## config.mk

```make
export PLATFORM = sky130hd
export DESIGN_NAME = xalu_flags
export DESIGN_NICKNAME = d
export VERILOG_FILES = /design/src/rtl/xalu_pkg.sv /design/src/rtl/xalu_arith.sv /design/src/rtl/xalu_shift.sv /design/src/rtl/xalu_flagreg.sv /design/src/rtl/xalu_flags.sv
export SDC_FILE = /design/constraint.sdc
export NUM_CORES = 1
export LEC_CHECK = 0
export ABC_AREA = 1
export BUFFER_PORTS_ARGS = -buffer_cell sky130_fd_sc_hd__buf_4
export CAP_MARGIN = 20
export CELL_PAD_IN_SITES_DETAIL_PLACEMENT = 0
export CELL_PAD_IN_SITES_GLOBAL_PLACEMENT = 1
export CORE_UTILIZATION = 45
export CTS_CLUSTER_SIZE = 30
export DETAILED_ROUTE_END_ITERATION = 10
export PLACE_DENSITY_LB_ADDON = 0.1
export RECOVER_POWER = 100
export SYNTH_ARGS = -nofsm -noshare
export SYNTH_HDL_FRONTEND = slang
export SYNTH_HIERARCHICAL = 1
export SYNTH_SLANG_ARGS = --single-unit
```

## constraint.sdc

```tcl
create_clock -name clk -period 6.24 [get_ports clk]
set_input_delay 0.312 -clock clk [delete_from_list [all_inputs] [get_ports clk]]
set_output_delay 0.312 -clock clk [all_outputs]
set_load 0.005 [all_outputs]
```

## src/rtl/xalu_pkg.sv

```systemverilog
`timescale 1ns/1ps
package xalu_pkg;

  typedef enum logic [2:0] {
    OP_ADDX = 3'd0,
    OP_SUBX = 3'd1,
    OP_SHL  = 3'd2,
    OP_SHR  = 3'd3,
    OP_SAR  = 3'd4
  } xalu_op_e;

  // Bit order {X,N,Z,V,C}; X is the most significant.
  typedef struct packed {
    logic x;
    logic n;
    logic z;
    logic v;
    logic c;
  } xalu_flags_t;

  typedef enum logic [1:0] {
    SK_LEFT  = 2'd0,
    SK_RLOG  = 2'd1,
    SK_RARI  = 2'd2
  } shift_kind_e;

endpackage

```

## src/rtl/xalu_arith.sv

```systemverilog
`timescale 1ns/1ps
module xalu_arith #(
  parameter int WIDTH = 32
) (
  input  logic             sub_sel,
  input  logic [WIDTH-1:0] a,
  input  logic [WIDTH-1:0] b,
  input  logic             x_in,
  output logic [WIDTH-1:0] res,
  output logic             carry,
  output logic             ovf,
  output logic             nonzero
);

  // Carry from a compare against the operands rather than a wide adder.
  function automatic logic ext_carry(input logic sub, input logic x,
                                     input logic [WIDTH-1:0] opa,
                                     input logic [WIDTH-1:0] opb,
                                     input logic [WIDTH-1:0] r);
    if (sub) return x ? (opa <= opb) : (opa < opb);
    else     return x ? (r <= opb)   : (r < opb);
  endfunction

  function automatic logic ext_ovf(input logic sub,
                                   input logic [WIDTH-1:0] opa,
                                   input logic [WIDTH-1:0] opb,
                                   input logic [WIDTH-1:0] r);
    logic [WIDTH-1:0] t;
    if (sub) t = (r ^ opa) & (opa ^ opb);
    else     t = (r ^ opa) & ~(opa ^ opb);
    return t[WIDTH-1];
  endfunction

  always_comb begin
    if (sub_sel) res = a - b - {{(WIDTH-1){1'b0}}, x_in};
    else         res = a + b + {{(WIDTH-1){1'b0}}, x_in};
    carry   = ext_carry(sub_sel, x_in, a, b, res);
    ovf     = ext_ovf(sub_sel, a, b, res);
    nonzero = |res;
  end

endmodule

```

## src/rtl/xalu_shift.sv

```systemverilog
`timescale 1ns/1ps
module xalu_shift
  import xalu_pkg::*;
#(
  parameter int WIDTH = 32,
  parameter int CNT_W = 6
) (
  input  shift_kind_e      kind,
  input  logic [WIDTH-1:0] a,
  input  logic [CNT_W-1:0] cnt,
  output logic [WIDTH-1:0] res,
  output logic             cout,
  output logic             ovf
);

  // One guard bit beside the word keeps the last bit shifted out.
  logic [WIDTH:0] lft;
  logic [WIDTH:0] rgt;

  always_comb begin
    lft = {1'b0, a} << cnt;
    if (kind == SK_RARI) rgt = $signed({a, 1'b0}) >>> cnt;
    else                 rgt = {a, 1'b0} >> cnt;
    if (kind == SK_LEFT) begin
      res  = lft[WIDTH-1:0];
      cout = lft[WIDTH];
    end else begin
      res  = rgt[WIDTH:1];
      cout = rgt[0];
    end
    ovf = (kind == SK_RARI) ? (res[WIDTH-1] ^ a[WIDTH-1]) : 1'b0;
  end

endmodule

```

## src/rtl/xalu_flagreg.sv

```systemverilog
`timescale 1ns/1ps
module xalu_flagreg
  import xalu_pkg::*;
(
  input  logic        clk,
  input  logic        rst_n,
  input  logic        load,
  input  xalu_flags_t load_val,
  input  logic        upd,
  input  xalu_flags_t upd_val,
  output xalu_flags_t q
);

  always_ff @(posedge clk) begin
    if (!rst_n)    q <= '0;
    else if (load) q <= load_val;
    else if (upd)  q <= upd_val;
  end

endmodule

```

## src/rtl/xalu_flags.sv

```systemverilog
`timescale 1ns/1ps
module xalu_flags
  import xalu_pkg::*;
#(
  parameter int WIDTH = 32
) (
  input  logic             clk,
  input  logic             rst_n,
  input  logic             op_valid,
  input  logic [2:0]       op_code,
  input  logic [WIDTH-1:0] opnd_a,
  input  logic [WIDTH-1:0] opnd_b,
  input  logic             flag_load,
  input  logic [4:0]       flag_din,
  output logic [WIDTH-1:0] result,
  output logic [4:0]       flags
);

  localparam int CNT_W = $clog2(WIDTH) + 1;

  xalu_flags_t      cur_f;
  xalu_flags_t      nxt_f;
  xalu_flags_t      ld_f;
  logic             arith_sel;
  logic             sub_sel;
  logic             shift_sel;
  shift_kind_e      shift_kind;
  logic             upd_en;
  logic             cnt_nonzero;
  logic [CNT_W-1:0] shift_cnt;
  logic [WIDTH-1:0] ar_res;
  logic             ar_carry;
  logic             ar_ovf;
  logic             ar_nz;
  logic [WIDTH-1:0] sh_res;
  logic             sh_cout;
  logic             sh_ovf;

  always_comb begin
    arith_sel  = 1'b0;
    shift_sel  = 1'b0;
    sub_sel    = 1'b0;
    shift_kind = SK_LEFT;
    unique case (op_code)
      OP_ADDX: arith_sel = 1'b1;
      OP_SUBX: begin arith_sel = 1'b1; sub_sel = 1'b1; end
      OP_SHL:  shift_sel = 1'b1;
      OP_SHR:  begin shift_sel = 1'b1; shift_kind = SK_RLOG; end
      OP_SAR:  begin shift_sel = 1'b1; shift_kind = SK_RARI; end
      default: ;
    endcase
  end

  assign shift_cnt   = opnd_b[CNT_W-1:0];
  assign cnt_nonzero = |shift_cnt;
  assign upd_en      = op_valid & (arith_sel | shift_sel);
  assign ld_f        = flag_din;

  xalu_arith #(.WIDTH(WIDTH)) u_arith (
    .sub_sel (sub_sel),
    .a       (opnd_a),
    .b       (opnd_b),
    .x_in    (cur_f.x),
    .res     (ar_res),
    .carry   (ar_carry),
    .ovf     (ar_ovf),
    .nonzero (ar_nz)
  );

  xalu_shift #(.WIDTH(WIDTH), .CNT_W(CNT_W)) u_shift (
    .kind (shift_kind),
    .a    (opnd_a),
    .cnt  (shift_cnt),
    .res  (sh_res),
    .cout (sh_cout),
    .ovf  (sh_ovf)
  );

  always_comb begin
    nxt_f = cur_f;
    if (arith_sel) begin
      result  = ar_res;
      nxt_f.x = ar_carry;
      nxt_f.c = ar_carry;
      nxt_f.n = ar_res[WIDTH-1];
      nxt_f.z = cur_f.z & ~ar_nz;
      nxt_f.v = ar_ovf;
    end else if (shift_sel) begin
      result  = sh_res;
      nxt_f.x = cnt_nonzero ? sh_cout : cur_f.x;
      nxt_f.c = sh_cout;
      nxt_f.n = sh_res[WIDTH-1];
      nxt_f.z = ~|sh_res;
      nxt_f.v = sh_ovf;
    end else begin
      result = '0;
    end
  end

  xalu_flagreg u_freg (
    .clk      (clk),
    .rst_n    (rst_n),
    .load     (flag_load),
    .load_val (ld_f),
    .upd      (upd_en),
    .upd_val  (nxt_f),
    .q        (cur_f)
  );

  assign flags = cur_f;

endmodule

```

==> summary.txt <==
Die
  • Die W: 166 µm
  • Die height: 166 µm
  • Std cell rows: 59
  • Initial Utilization: 46.2%
  • Boundary pin count: 113
  • Die area: 27600 µm²
  • Core area: 26200 µm²

Setup path
  • Cell at the slowest stage of the critical path: inv_1
  • Critical path, cell by cell: clkbuf_1 -> buf_4 -> inv_1 -> clkbuf_1 -> nand3_1 -> o21ai_0 -> nand2_1 -> o21ai_0 -> nand2_1 -> nor2_1 -> inv_1 -> o21ai_0 -> buf_4
  • Cell family with most CP delay: buffers and inverters
  • Slowest stage delay, CP: 970 ps
  • CP Capture Type: output pin
  • Worst setup SP type: input pin
  • Max FO, Critical Path: 73
  • CP required: 5930 ps
  • Worst setup startpoint: opnd_b[2]
  • R2R Path Start: u_freg/q[4]
  • CP most frequent cell: o21ai_0
  • Crit Path Class: input pin to output pin
  • CP arrival: 4480 ps
  • WP buf/inv: 6
  • Crit path depth: 13
  • Worst r2r path cells: 29

Synthesis
  • Cell Area, Synth: 12100 µm²
  • Syn Nets: 2604
  • Average size of a mapped cell: 5.11 µm²
  • Primary FF master, synth: dfxtp_1
  • Yosys cell types: 53
  • Synth warn: 6
  • EDFF count, synth: 0
  • Post-synthesis sequential area ratio: 0.827%
  • Synthesis-stage register bit count: 5
  • Cell count after synthesis: 2370
  • Post-synth ARST share: 0%

Final layout
  • Reg area: 100 µm²
  • Final instance area: 13000 µm²
  • Largest regs: u_freg/q: 5 flops
  • Post-layout util: 49.6%
  • Antenna Diode Count: 0
  • Fillers: 3054
  • Final non-filler cell total: 2752
  • Share of layout cells above drive strength 1: 8.65%
  • P&R area growth vs syn: 7.36%
  • Nets: 2652
  • Multi-input logic area: 10100 µm²
  • Largest reg by FF count: u_freg/q
  • Max reg flops: 5

STA
  • Tcrit/Tclk final: 76.7%
  • Fmax: 209 MHz
  • Final setup vio count: 0
  • Unrepaired setup endpoints after global routing: no
  • Slew headroom: 18.6%
  • Final TNS setup: 0 ps
  • Slew @ Worst Pin: 1220 ps
  • Fin. Hold Viols: 0
  • Max Slew Vio Count: 0
  • Minimum clock period: 4790 ps
  • Clk_skew: 2.36 ps

Global routing
  • Largest net degree at the start of global routing: 74
  • Vias in the first global route: 15000
  • Gr usage total: 38.5%
  • Initial antenna violation count: 1
  • Wire length of the first global-routing pass: 83100 µm
  • Remaining Overflow, GRT: 0

Clock tree
  • Clk buf depth: 2
  • Hold Buf Count CTS: 0
  • H-tree Lvls: 1
  • Clock Latency Late Sink: 230 ps
  • Post-CTS Setup Inserts: 0
  • CTS buffer count: 3
  • CTS Root Cell: clkbuf_16
  • # clock sinks: 5
  • Post-cts sizing count: 0
  • Clock transition at the registers of the reported paths: 30 ps
  • CTS tree: done

Drt
  • Drt pass-1 iters: 9
  • DRC violations left: 3
  • Via count: 16100
  • Drt wl/cell: 20.0 µm
  • First-iteration detailed-routing DRC count: 1826
  • ANT nets after route: 0
  • WL final: 55100 µm
  • Vias/cell: 5.84

Min path
  • Hold depth: 3
  • Hold_sp: rst_n
  • Worst hold path class: input pin to register

Placement
  • Area after DPL: 13000 µm²
  • HPWL Detailed: 46000 µm
  • Routability cong.: 1.04
  • DP Cell Count: 2748
  • Port Buffer Count: 112

Power
  • Power Dens Cells: 121 nW/µm²
  • Peak VDD IR: 0.0771 mV
  • Leakage power: 7.51 nW

Status
  • Failing checks: design-rule violations
  • Outcome: complete, but fails checks

Job
  • Number of max-cap violations: 0
## layer usage
layer | part of all wire, % | vias to the layer above | global-route usage, %
li1 | - | 7771 | -
met4 | 5.1 | 0 | 16.7
met2 | 47 | 776 | 67.7
met3 | 7.5 | 163 | 3.17
met5 | 0 | - | 0
met1 | 41 | 7375 | 48.0
## final timing paths
kind	end	slack, ps
worst max-delay path	result[11]	1450
worst min-delay path	u_freg/q[0]	320
worst max register to register	u_freg/q[0]	1580
worst min register to register	u_freg/q[0]	570
## per-stage QoR
| stage | hold WS, ps | power (mW) | setup slack, ps |
|---|---|---|---|
| 2_1_floorplan | 410 | 0.989 | 2650 |
| 3_3_place_gp | 546 | 1.42 | 1440 |
| 3_5_place_dp | 546 | 1.43 | 1430 |
| 4_1_cts | 312 | 1.55 | 1650 |
| 5_1_grt | 330 | 1.73 | 992 |
| 6_report | 320 | 1.58 | 1450 |
## cell families (layout without fill, tap and decap cells)
group | count (synthesis) | in the layout | synth area share, %
other | 1 | 1 | 0.0310
AND/OR/NAND/NOR | 1500 | 1500 | 54.3
buffers and inverters | 456 | 503 | 15.7
AO/OA/AOI/OAI | 245 | 245 | 12.2
adder cells (fa/ha/maj) | 158 | 158 | 16.6
XOR/XNOR | 5 | 5 | 0.362
flip-flops | 5 | 5 | 0.827
## Yosys cell counts (2+ instances only)
cell	count	area [µm²]
a211oi_1	7	52.6
a21boi_0	4	30.0
a21oi_1	93	465
a21oi_2	7	61.3
a221oi_1	2	17.5
a22o_1	24	210
a31oi_1	6	37.5
and2_1	6	37.5
and3_1	2	12.5
buf_1	7	26.3
buf_2	35	175
buf_4	12	90.1
buf_6	12	135
clkbuf_1	10	37.5
dfxtp_1	5	100
fa_1	4	80.1
ha_1	154	1930
inv_1	349	1310
inv_2	28	105
nand2_1	737	2770
nand2_2	25	156
nand3_1	464	2320
nand3_2	7	70.1
nand3b_1	5	37.5
nand4_1	23	144
nor2_1	181	679
nor2_2	12	75.1
nor2_4	6	67.6
nor3_1	18	90.1
nor3_2	2	20.0
nor4_1	5	31.3
o211ai_1	13	97.6
o21ai_0	46	230
o21ai_1	21	105
o21bai_1	15	113
o31ai_1	2	15.0
or2_1	2	12.5
xnor2_1	3	26.3
xor2_1	2	17.5
## power by group
| part | total, mW | internal, mW | switching, mW |
|---|---|---|---|
| Combinational | 1.43 | 0.458 | 0.977 |
| Sequential | 0.0371 | 0.0343 | 0.00275 |
| Clock | 0.107 | 0.0848 | 0.0219 |
| Total | 1.58 | 0.577 | 1.00 |
## cell type report
type	count	area share, %
clock buffer	4	0.606
inverter	379	11.0
multi-input combinational	1909	77.7
sequential	5	0.770
tap	335	3.22
timing repair buffer	120	6.78
## cells in the final DEF, fill, tap and decap left out, types with 2 or more instances in the layout
cell type  Yosys  final
fa_1           4      4
nor3_2         2      2
nand2_1      737    739
nor3_1        18     18
or2_0          1      2
a31oi_1        6      6
o21bai_1      15     15
nand3_2        7      6
a21oi_1       93     93
clkbuf_1      10      6
xor2_1         2      2
inv_2         28     29
a21oi_2        7      7
o21ai_1       21     17
nor4_1         5      5
nor2_4         6      6
xnor2_1        3      3
a21boi_0       4      4
nand2_2       25     23
nor2_1       181    180
clkbuf_16      0      3
a221oi_1       2      2
clkbuf_4       0     21
buf_4         12     94
nand3b_1       5      5
and2_1         6      6
a211oi_1       7      7
o211ai_1      13     13
nand3_1      464    465
inv_1        349    348
o31ai_1        2      2
nor2_2        12     13
and3_1         2      2
ha_1         154    154
o21ai_0       46     51
dfxtp_1        5      5
nand4_1       23     23
a22o_1        24     24
## worst register-to-register path: cells and delay by family (launching register included)
| kind | cells | cell delay (ps) |
|---|---|---|
| fa+ha+maj | 3 | 1080 |
| simple gates | 21 | 2550 |
| compound gates | 1 | 130 |
| buf+inv | 4 | 330 |
| flops | 1 | 520 |
Power figures use the tool's default switching activity.
